<file path="src/rtl/fbsr_pkg.sv">
package fbsr_pkg;
  typedef struct packed {
    logic toggleClr;
    logic toggleFlip;
    logic statusSel;
  } fbsrStrobes_t;
endpackage

</file>
<file path="src/rtl/fbsr_ctrl.sv">
module fbsr_ctrl
  import fbsr_pkg::*;
#(
  parameter int PROG_STROBES  = 4,
  parameter int ERASE_STROBES = 6,
  parameter int CNT_W         = 3
) (
  input  logic             clk,
  input  logic             rst_n,
  input  logic             ceN,
  input  logic             oeN,
  input  logic             weN,
  input  logic             busy,
  input  logic             isErase,
  output fbsrStrobes_t     strobes,
  output logic [CNT_W-1:0] wrCount
);
  localparam int CNT_MAX = (PROG_STROBES > ERASE_STROBES) ? PROG_STROBES : ERASE_STROBES;
  localparam logic [CNT_W-1:0] PROG_LIM  = CNT_W'(PROG_STROBES);
  localparam logic [CNT_W-1:0] ERASE_LIM = CNT_W'(ERASE_STROBES);
  localparam logic [CNT_W-1:0] SAT_LIM   = CNT_W'(CNT_MAX);

  logic oeNQ, weNQ, busyQ;
  logic rdFall, wrRise, busyRise, busyFall;
  logic countMet;

  always_ff @(posedge clk or negedge rst_n) begin
    if (!rst_n) begin
      oeNQ  <= 1'b1;
      weNQ  <= 1'b1;
      busyQ <= 1'b0;
    end else begin
      oeNQ  <= oeN;
      weNQ  <= weN;
      busyQ <= busy;
    end
  end

  assign rdFall   = oeNQ & ~oeN & ~ceN;
  assign wrRise   = ~weNQ & weN & ~ceN;
  assign busyRise = busy & ~busyQ;
  assign busyFall = ~busy & busyQ;

  always_ff @(posedge clk or negedge rst_n) begin
    if (!rst_n) begin
      wrCount <= '0;
    end else if (busyFall) begin
      wrCount <= '0;
    end else if (wrRise && !busy && wrCount < SAT_LIM) begin
      wrCount <= wrCount + 1'b1;
    end
  end

  assign countMet = isErase ? (wrCount >= ERASE_LIM) : (wrCount >= PROG_LIM);

  always_comb begin
    strobes.statusSel  = busy & countMet;
    strobes.toggleClr  = busyRise;
    strobes.toggleFlip = rdFall & busy & countMet;
  end
endmodule

</file>
<file path="src/rtl/fbsr_datapath.sv">
module fbsr_datapath
  import fbsr_pkg::*;
#(
  parameter int DATA_W     = 16,
  parameter int POLL_BIT   = 7,
  parameter int TOGGLE_BIT = 6
) (
  input  logic              clk,
  input  logic              rst_n,
  input  fbsrStrobes_t      strobes,
  input  logic              isErase,
  input  logic [DATA_W-1:0] progData,
  input  logic [DATA_W-1:0] arrayData,
  output logic [DATA_W-1:0] dqOut,
  output logic              toggleQ
);
  logic              pollBit;
  logic [DATA_W-1:0] statusWord;

  always_ff @(posedge clk or negedge rst_n) begin
    if (!rst_n) begin
      toggleQ <= 1'b0;
    end else if (strobes.toggleClr) begin
      toggleQ <= 1'b0;
    end else if (strobes.toggleFlip) begin
      toggleQ <= ~toggleQ;
    end
  end

  assign pollBit = isErase ? 1'b0 : ~progData[POLL_BIT];

  for (genvar b = 0; b < DATA_W; b++) begin : g_status
    if (b == POLL_BIT) begin : g_poll
      assign statusWord[b] = pollBit;
    end else if (b == TOGGLE_BIT) begin : g_tog
      assign statusWord[b] = toggleQ;
    end else begin : g_zero
      assign statusWord[b] = 1'b0;
    end
  end

  assign dqOut = strobes.statusSel ? statusWord : arrayData;
endmodule

</file>
<file path="src/rtl/flash_status_reader.sv">
module flash_status_reader
  import fbsr_pkg::*;
#(
  parameter int DATA_W        = 16,
  parameter int PROG_STROBES  = 4,
  parameter int ERASE_STROBES = 6,
  parameter int POLL_BIT      = 7,
  parameter int TOGGLE_BIT    = 6
) (
  input  logic              clk,
  input  logic              rst_n,
  input  logic              ceN,
  input  logic              oeN,
  input  logic              weN,
  input  logic              busy,
  input  logic              isErase,
  input  logic [DATA_W-1:0] progData,
  input  logic [DATA_W-1:0] arrayData,
  output logic [DATA_W-1:0] dqOut
);
  localparam int CNT_MAX = (PROG_STROBES > ERASE_STROBES) ? PROG_STROBES : ERASE_STROBES;
  localparam int CNT_W   = $clog2(CNT_MAX + 1);

  fbsrStrobes_t     strobes;
  logic [CNT_W-1:0] wrCount;
  logic             toggleQ;

  fbsr_ctrl #(
    .PROG_STROBES (PROG_STROBES),
    .ERASE_STROBES(ERASE_STROBES),
    .CNT_W        (CNT_W)
  ) i_ctrl (
    .clk    (clk),
    .rst_n  (rst_n),
    .ceN    (ceN),
    .oeN    (oeN),
    .weN    (weN),
    .busy   (busy),
    .isErase(isErase),
    .strobes(strobes),
    .wrCount(wrCount)
  );

  fbsr_datapath #(
    .DATA_W    (DATA_W),
    .POLL_BIT  (POLL_BIT),
    .TOGGLE_BIT(TOGGLE_BIT)
  ) i_dp (
    .clk      (clk),
    .rst_n    (rst_n),
    .strobes  (strobes),
    .isErase  (isErase),
    .progData (progData),
    .arrayData(arrayData),
    .dqOut    (dqOut),
    .toggleQ  (toggleQ)
  );
endmodule

</file>
<file path="config.mk">
export PLATFORM = sky130hd
export DESIGN_NAME = flash_status_reader
export DESIGN_NICKNAME = d
export VERILOG_FILES = /design/src/rtl/fbsr_pkg.sv /design/src/rtl/fbsr_ctrl.sv /design/src/rtl/fbsr_datapath.sv /design/src/rtl/flash_status_reader.sv
export SDC_FILE = /design/constraint.sdc
export NUM_CORES = 1
export LEC_CHECK = 0
export ABC_AREA = 1
export BUFFER_PORTS_ARGS = -buffer_cell sky130_fd_sc_hd__buf_4
export CAP_MARGIN = 10
export CORE_MARGIN = 2
export CORE_UTILIZATION = 34
export CTS_CLUSTER_DIAMETER = 80
export DETAILED_ROUTE_END_ITERATION = 10
export PLACE_DENSITY_LB_ADDON = 0.08
export SETUP_SLACK_MARGIN = 0.15
export SLEW_MARGIN = 20
export SYNTH_ARGS = -nofsm -noshare
export SYNTH_HDL_FRONTEND = slang
export SYNTH_SLANG_ARGS = --single-unit
</file>
<file path="constraint.sdc">
create_clock -name clk -period 1.2 [get_ports clk]
set_input_delay 0.06 -clock clk [delete_from_list [all_inputs] [get_ports clk]]
set_output_delay 0.06 -clock clk [all_outputs]
set_load 0.02 [all_outputs]
</file>
==> results_dict.tcl, run 1 <==
set metrics [dict create \
    total_power_mw 1.28 \
    cts_root_buf "clkbuf_4" \
    grt_pass1_wl_mm 2.31 \
    crit_type "reg2out" \
    clk_pin_slew_ps 50 \
    detail-route-antenna-nets 0 \
    path_cells "nand2_2 -> a21oi_4 -> buf_12 -> nor2_1 -> buf_4" \
    max_cap_violations 0 \
    p_sw_mw 0.492 \
    min_period_ps 1260 \
    dp_slack_ps 95.0 \
    grt_start_max_net_pins 15 \
    p_per_area_nw_per_um2 1200 \
    critPathSlowestCell "dfrtp_1" \
    syn_inst 87 \
    clock_sinks 7 \
    status "complete, but fails checks" \
    synth_cell_types 13 \
    timing.final.ws_setup_ps -58.3 \
    row_count 14 \
    utilization_pct 71.4 \
    syn_area_um2 532 \
    cp-start-kind "register" \
    seqPwrFrac_pct 24.8 \
    grt_antenna_before_repair 0 \
    cts_buffers 3 \
    clock_latency_ps 240 \
    placed_cell_area_um2 858 \
    drc 0 \
    drt-vias-per-instance 4.23 \
    yosysTopAreaCell "dfrtp_1" \
    io_buffers 39 \
    grt_use_total_pct 16.1 \
    worstPathMaxFanout 14 \
    dr_total_vias 664 \
    hp-class "in2reg" \
    hpwlAfterDp_mm 1.04 \
    yosysTopAreaCellShare_pct 23.5 \
    finalHoldViolations 0 \
    fmax_mhz 795 \
    failed_checks "setup timing" \
    setup_viol 16 \
    seq_area_um2 178 \
    final_common_cell "buf_4" \
    synthToLayoutAreaGrowth_pct 100 \
    avgSynthCellArea_um2 6.11 \
    fillers 129 \
    ys_warn_count 0 \
    tightest_slew_ps 205 \
    swShare_pct 38.4 \
    cp.required_ps 1140 \
    overflow 0 \
    dieWidth_um 43.5 \
    multi_input_area_um2 329 \
    grt_pass1_vias 577 \
    coreArea_um2 1490 \
    fp.dieH_um 43.5 \
    internal_power_mw 0.788 \
    firstDrtPassIters 3 \
    power_frac_clock_pct 15.8 \
    cts_tree "yes" \
    final_layout_size_suffix_gt1_share_pct 48.2 \
    synth-seq-cells 7 \
    cts_buffer_depth 2 \
    critPathCaptureType "output pin" \
    synth_area_leaders "dfrtp_1 (24%), inv_1 (18%), nor2_1 (16%)" \
    final_cell_mix "buf_4 (43), inv_1 (22), nor2_1 (20), nand2_1 (15)" \
    slew-limit-headroom_pct 86.4 \
    fin_crit_sh_pct 105 \
    place_congestion 0.825 \
    fin_area_um2 1060 \
    drt_iter0_drc 4 \
    antenna_cells 0 \
    syn-num-nets 128 \
    rsz0062_at_grt "true" \
    h-tree-depth 1 \
    clock_skew_ps 1.92 \
    leakagePower_nw 0.602 \
    ioPinCount 55 \
    drv_slew 0 \
    dieArea_um2 1900 \
    wl_per_cell_um 9.63 \
    p_comb_share_pct 59.4 \
    start_util_pct 35.7 \
    slowest_delay_ps 370 \
    wirelength_mm 1.51 \
    num-nets-final 183 \
    cp.arrival_ps 1200 \
    seq_area_frac_synth_pct 33.4 \
    peakVddDrop_uv 855 \
]
## synth_stat cells, drive strengths merged
master  instances
dfrtp           5
a21oi           2
nor2           22
dfstp           2
buf             1
ha              2
o21ai           1
inv            25
nand3           6
o31ai           1
nand2          20
## layout make-up
cell class / count / share of cell area, %
Multi-Input combinational cell: 54 / 30.9
Timing Repair Buffer: 51 / 39.2
Sequential cell: 7 / 16.7
Clock buffer: 4 / 2.47
Tap cell: 16 / 1.88
Inverter: 25 / 8.82
## repair_timing
| item | in CTS | in global routing |
|---|---|---|
| endpoints found under the setup margin | 17 | 20 |
| endpoints found under the hold margin | 10 | 0 |
| hold buffers | 4 | 0 |
| resized for setup | 7 | 14 |
| pin swaps | 4 | 6 |
| buffers inserted | 4 | 3 |
## sequential cells by signal (all words and copies together), names as in the netlist
name            count
i_ctrl.busyQ        1
i_ctrl.oeNQ         1
i_ctrl.weNQ         1
i_ctrl.wrCount      3
i_dp.toggleQ        1
## per-stage QoR
| stage | hold slack, ps | TNS, ps | cells |
|---|---|---|---|
| after floorplan | -236 | 0 | 87 |
| after global placement | -128 | 0 | 142 |
| after detailed placement | -127 | 0 | 142 |
| after CTS | 146 | -875 | 154 |
| after global routing | 157 | -2070 | 157 |
| final | 160 | -851 | 157 |
## layer usage
metal	share of wire [%]	track usage (%)
met1	36	17.5
met2	52	25.9
met4	0	9.09
met5	0	0
met3	12	7.08
## critical path, delay by kind of cell, from the launching register on
kind                   cells  cell delay (ps)
AO/OA/AOI/OAI              1              150
buffers and inverters      2              290
flip-flops                 1              370
AND/OR/NAND/NOR            2              140
## path summary, 6_finish.rpt
path | startpoint | to | slack, ps | cells after the start
worst max-delay path | i_ctrl.wrCount[2] | dqOut[15] | -60 | 5
worst min-delay path | ceN | i_dp.toggleQ | 160 | 5
worst max register to register | i_ctrl.wrCount[1] | i_ctrl.wrCount[2] | 30 | 8
worst min register to register | i_dp.toggleQ | i_dp.toggleQ | 530 | 2
max in group asynchronous | rst_n | i_ctrl.oeNQ | 830 | 2
min in group asynchronous | rst_n | i_dp.toggleQ | 170 | 2
## cell families (layout without fill, tap and decap cells)
| kind of cell | count (synthesis) | in the layout | synth area share (%) |
|---|---|---|---|
| flops | 7 | 7 | 33.4 |
| compound gates | 4 | 4 | 6.35 |
| buf+inv | 26 | 80 | 19.8 |
| fa+ha+maj | 2 | 2 | 4.71 |
| simple gates | 48 | 48 | 35.8 |
## power groups by stage
stage	registers, mW	logic, mW	clock network, mW
2_1_floorplan	0.317	0.297	0
3_3_place_gp	0.327	0.492	0
3_5_place_dp	0.330	0.496	0
4_1_cts	0.319	0.610	0.216
5_1_grt	0.323	0.838	0.230
6_report	0.318	0.761	0.202
Note: power is estimated with default switching activity, not from simulation.
==> inputs of run 2 (changes only) <==
ABC_AREA = unset   (was 1)
CORE_UTILIZATION = 32   (was 34)
==> run 2 against run 1 <==
The flow still finishes with violations (setup timing); utilization is 3.0 points higher; hold slack worse by 56 ps; die area fell by 1.6%; first-iteration DRC count increased by 100%; sequential power decreased by 19%; register-to-register slack about the same; total power down 44%; highest routed layer is now met4.
==> results_dict.tcl, run 2 <==
set metrics [dict create \
    rsz0062_at_grt "true" \
    dieArea_um2 1870 \
    dr_total_vias 555 \
    max_cap_violations 0 \
    largest_reg_flops 3 \
    yosysMostFrequentCell "nor2b_1" \
    setup_tns_ps -1980 \
    fillers 115 \
    dieWidth_um 43.2 \
    final_layout_size_suffix_gt1_share_pct 66.3 \
    io_buffers 39 \
    clock_skew_ps 1.90 \
    cts_tree "yes" \
    worstPathMaxFanout 2 \
    seq_area_um2 178 \
    crit_type "reg2out" \
    drt-vias-per-instance 4.63 \
    p_sw_mw 0.198 \
    clock_sinks 7 \
    clk_pin_slew_ps 50 \
    ioPinCount 55 \
    multi_input_area_um2 424 \
    synth_cell_types 21 \
    swShare_pct 27.3 \
    p_per_area_nw_per_um2 661 \
    grt_pass1_wl_mm 2.35 \
    synth_common_cells "nor2b_1 (14), nand2_1 (8), dfrtp_1 (5), inv_1 (3), nand2b_1 (3)" \
    synth_area_leaders "dfrtp_1 (25%), nor2b_1 (18%), dfstp_2 (11%)" \
    cts_buffers 3 \
    cts_buffer_depth 2 \
    synth_top_flop_cell "dfrtp_1" \
    grt_antenna_before_repair 0 \
    syn_area_um2 492 \
    peakVddDrop_uv 557 \
    clock_latency_ps 250 \
    drt_iter0_drc 8 \
    timing.final.ws_setup_ps -176 \
    cp.required_ps 1140 \
    antenna_cells 0 \
    finalHoldViolations 0 \
    grt_use_total_pct 17.0 \
    critPathCaptureType "output pin" \
    tightest_slew_ps 293 \
    firstDrtPassIters 2 \
    status "complete, but fails checks" \
    hpwlAfterDp_mm 1.07 \
    fin_crit_sh_pct 115 \
    overflow 0 \
    avgSynthCellArea_um2 9.46 \
    dp_slack_ps -2.98 \
    syn-num-nets 93 \
    detail-route-antenna-nets 0 \
    synth_edf_count 0 \
    cp-start-kind "register" \
    ys_async_sr_fraction_pct 100 \
    wl_per_cell_um 12.0 \
    leakagePower_nw 0.538 \
    slew-limit-headroom_pct 80.4 \
    h-tree-depth 1 \
    internal_power_mw 0.526 \
    min_period_ps 1380 \
    grt_pass1_vias 541 \
    power_frac_clock_pct 29.3 \
    synthToLayoutAreaGrowth_pct 123 \
    setup_viol 16 \
    coreArea_um2 1470 \
    hp-class "in2reg" \
    syn_inst 52 \
    grt_start_max_net_pins 16 \
    seqPwrFrac_pct 35.4 \
    drc 0 \
    failed_checks "setup timing" \
    largest-register "i_ctrl.wrCount" \
    yosysTopAreaCellShare_pct 25.4 \
    ys_warn_count 0 \
    cts_root_buf "clkbuf_4" \
    place_congestion 0.693 \
    wirelength_mm 1.44 \
    row_count 14 \
    fmax_mhz 727 \
    start_util_pct 33.4 \
    final_cell_mix "buf_4 (32), buf_6 (12), nor2b_4 (8), nand2_1 (7)" \
    fp.dieH_um 43.2 \
    p_comb_share_pct 35.2 \
    synth-seq-cells 7 \
    seq_area_frac_synth_pct 36.1 \
    cp.arrival_ps 1320 \
    yosysTopAreaCell "dfrtp_1" \
    final_common_cell "buf_4" \
    num-nets-final 146 \
    drv_slew 0 \
]
## run 2: changes by cell type in the layout (fill, tap and decap cells not counted), moves of 5 or more
cell	before	now
nor2b_1	0	5
nor2b_4	0	8
nand2_1	15	7
nand3_1	5	0
inv_1	22	2
nor2_1	20	0
buf_6	3	12
buf_4	43	32
## run 2: final timing paths
kind	startpoint	to	slack, ps	cells after the start
worst max-delay path	i_ctrl.wrCount[2]	dqOut[6]	-180	4
worst min-delay path	oeN	i_dp.toggleQ	100	3
worst max register to register	i_ctrl.weNQ	i_ctrl.wrCount[1]	20	3
worst min register to register	i_dp.toggleQ	i_dp.toggleQ	540	2
max in group asynchronous	rst_n	i_ctrl.weNQ	820	2
min in group asynchronous	rst_n	i_ctrl.wrCount[2]	170	2
## run 2: logic make-up (layout without fill, tap and decap cells)
logic type               after synthesis  in the layout  synth area share [%]
buffers and inverters                  4             56                  3.82
AND/OR/NAND/NOR                       30             30                  37.4
flip-flops                             7              7                  36.1
adder cells (fa/ha/maj)                2              2                  5.09
AO/OA/AOI/OAI                          6              6                  11.2
multiplexers                           3              3                  6.36
## run 2: per-stage QoR
step / utilization [%] / total power [mW] / instances / instance area (um^2) / hold WS [ps]
after global routing: 74.4 / 0.758 / 120 / 1090 / 113
after floorplan: - / 0.359 / 52 / 612 / -236
final: 74.4 / 0.724 / 120 / 1090 / 104
after detailed placement: 64.2 / 0.480 / 109 / 945 / -122
after global placement: 64.2 / 0.477 / 109 / 945 / -121
after CTS: 74.4 / 0.730 / 120 / 1090 / 105
## run 2: power by group through the flow
stage	Sequential, mW	Clock (mW)	Combinational, mW
floorplan	0.258	0	0.101
global placement	0.258	0	0.220
detailed placement	0.258	0	0.222
CTS	0.256	0.219	0.255
global route	0.257	0.231	0.270
finish	0.256	0.212	0.255
## run 2: final cells by class
type | count | share of cell area, %
repair buffers | 49 | 39.8
clock buffers | 4 | 2.40
multi-input cells | 41 | 38.7
flip-flops and latches | 7 | 16.2
inverters | 3 | 1.03
well taps | 16 | 1.83
## run 2: repair_timing
| item | 4_1_cts | 5_1_grt |
|---|---|---|
| gates resized for setup | 17 | 0 |
| pin swaps | 3 | 1 |
| hold buffers | 4 | 0 |
| hold endpoints to repair | 10 | 0 |
| setup buffers | 3 | 0 |
| setup endpoints to repair | 20 | 20 |
## run 2: routing by layer
metal	track usage (%)	share of wire, %	vias up
li1	-	-	283
met1	19.1	38	244
met2	29.9	52	24
met3	2.98	7.7	4
met4	9.09	1.7	0
met5	0	0	-
## run 2: worst max-delay path, stage by stage, from the launching register on
cell and delay (ps):
dfrtp_1 380, nand2_4 70, a21oi_4 160, mux2_4 320, buf_6 130
==> inputs of run 3 (changes only) <==
--- a/constraint.sdc
+++ b/constraint.sdc
@@ -3,2 +3,2 @@
 set_output_delay 0.06 -clock clk [all_outputs]
-set_load 0.02 [all_outputs]
+set_load 0.005 [all_outputs]
==> run 3 against run 2 <==
Clock power is essentially flat; the flow still finishes with violations (setup timing); non-clock buffer count decreased by 1; sequential share of layout area grew 2.4 points; fmax increased by 5.1%; total power decreased by 10%.
==> results_dict.tcl, run 3 (synthesis gave the netlist of run 2 again) <==
set metrics [dict create \
    largest_reg_flops 3 \
    power_frac_clock_pct 32.2 \
    reg2reg_from "i_ctrl.weNQ" \
    wirelength_mm 1.30 \
    swShare_pct 23.5 \
    rsz0062_at_grt "true" \
    setup_viol 16 \
    firstDrtPassIters 4 \
    tightest_slew_ps 252 \
    critPathCaptureType "output pin" \
    cp.required_ps 1140 \
    internal_power_mw 0.497 \
    clock_skew_ps 4.60 \
    crit_start "i_ctrl.wrCount[2]" \
    slew-limit-headroom_pct 83.2 \
    holdWs_ps 108 \
    row_count 14 \
    worstReg2RegEnd "i_ctrl.wrCount[1]" \
    hp-class "in2reg" \
    synthToLayoutAreaGrowth_pct 94.1 \
    placed_cell_area_um2 842 \
    h-tree-depth 1 \
    grt_use_total_pct 15.1 \
    dieWidth_um 43.2 \
    utilization_pct 64.9 \
    regToRegSetupSlack_ps 10 \
    crit_type "reg2out" \
    io_buffers 39 \
    p_comb_share_pct 28.5 \
    num-nets-final 145 \
    finalHoldViolations 0 \
    fp.dieH_um 43.2 \
    seqPwrFrac_pct 39.3 \
    final_layout_size_suffix_gt1_share_pct 56.3 \
    drv_slew 0 \
    drc 0 \
    cp.arrival_ps 1250 \
    status "complete, but fails checks" \
    dr_total_vias 554 \
    final_common_cell "buf_4" \
    drt-vias-per-instance 4.66 \
    grt_start_max_net_pins 16 \
    p_sw_mw 0.153 \
    fin_crit_sh_pct 109 \
    timing.final.ws_setup_ps -108 \
    failed_checks "setup timing" \
    fin_area_um2 955 \
    cts_buffers 3 \
    max_cap_violations 0 \
    largest-register "i_ctrl.wrCount" \
    cts_buffer_depth 2 \
    total_power_mw 0.649 \
    place_congestion 0.651 \
    crit_path_end "dqOut[6]" \
    dieArea_um2 1870 \
    final_cell_mix "buf_4 (42), nor2b_1 (14), nand2_1 (7), dfrtp_1 (5), dlygate4sd3_1 (4)" \
    worst_r2r_path_depth 3 \
    cts_tree "yes" \
    grt_pass1_wl_mm 2.07 \
    min_period_ps 1310 \
    fillers 127 \
    leakagePower_nw 0.469 \
    p_per_area_nw_per_um2 680 \
    drt_iter0_drc 9 \
    clk_pin_slew_ps 50 \
    worstPathMaxFanout 2 \
    clock_latency_ps 250 \
    peakVddDrop_uv 654 \
    antenna_cells 0 \
    fmax_mhz 764 \
    ioPinCount 55 \
    coreArea_um2 1470 \
    grt_antenna_before_repair 0 \
    hpwlAfterDp_mm 1.06 \
    overflow 0 \
    start_util_pct 33.4 \
    cts_root_buf "clkbuf_4" \
    clock_sinks 7 \
    cp-start-kind "register" \
    wl_per_cell_um 10.9 \
    detail-route-antenna-nets 0 \
    grt_pass1_vias 503 \
]
[run 3: cell types whose count changed in the layout (fill, tap and decap cells not counted), moves of 8 or more]
cell / change
nor2b_4: -8
buf_6: -10
nor2b_1: +9
buf_4: +10
[run 3: final cells by class]
cell class	count	area (um^2)	share of cell area [%]
Timing Repair Buffer	48	378	39.6
Multi-Input combinational cell	41	342	35.8
Sequential cell	7	178	18.6
Clock buffer	4	26.3	2.75
Tap cell	16	20.0	2.10
Inverter	3	11.3	1.18
[run 3: power groups by stage]
stage | clock (mW) | sequential, mW | combinational (mW)
after floorplan | 0 | 0.258 | 0.0503
after global placement | 0 | 0.258 | 0.166
after detailed placement | 0 | 0.258 | 0.168
after CTS | 0.223 | 0.254 | 0.184
after global routing | 0.237 | 0.256 | 0.203
final | 0.209 | 0.255 | 0.185
[run 3: timing repair]
item	in CTS	in global routing
buffers inserted	2	0
resized for setup	5	2
pin swaps	1	3
hold buffers	4	0
endpoints found under the setup margin	20	20
hold endpoints to repair	10	0
[run 3: how the worst min path moves through the flow]
stage / from / endpoint / depth (start not counted)
after floorplan: rst_n / i_ctrl.busyQ / 0
after global placement: rst_n / i_dp.toggleQ / 1
after detailed placement: rst_n / i_dp.toggleQ / 1
after CTS: oeN / i_dp.toggleQ / 3
after global routing: oeN / i_dp.toggleQ / 3
final: oeN / i_dp.toggleQ / 3
[run 3: worst max-delay path, stage by stage, from the launching register on]
cell and delay [ps]:
dfrtp_1 360, nand2_2 70, a21oi_4 140, mux2_4 310, buf_6 110
[run 3: per-stage QoR]
stage          setup TNS (ps)  setup WS, ps  std cells
4_1_cts                 -1240          -139        119
6_report                 -733          -108        119
2_1_floorplan               0          56.6         52
5_1_grt                 -2220          -183        119
3_3_place_gp                0          21.4        109
3_5_place_dp                0          11.7        109
[run 3: metal layers]
metal	vias up	part of all wire (%)	GRT usage [%]	wire, um
met3	2	16	5.53	208
met2	38	48	27.2	628
met1	238	34	15.0	444
met5	-	0	0	0
li1	276	-	-	-
met4	0	1.5	7.27	19
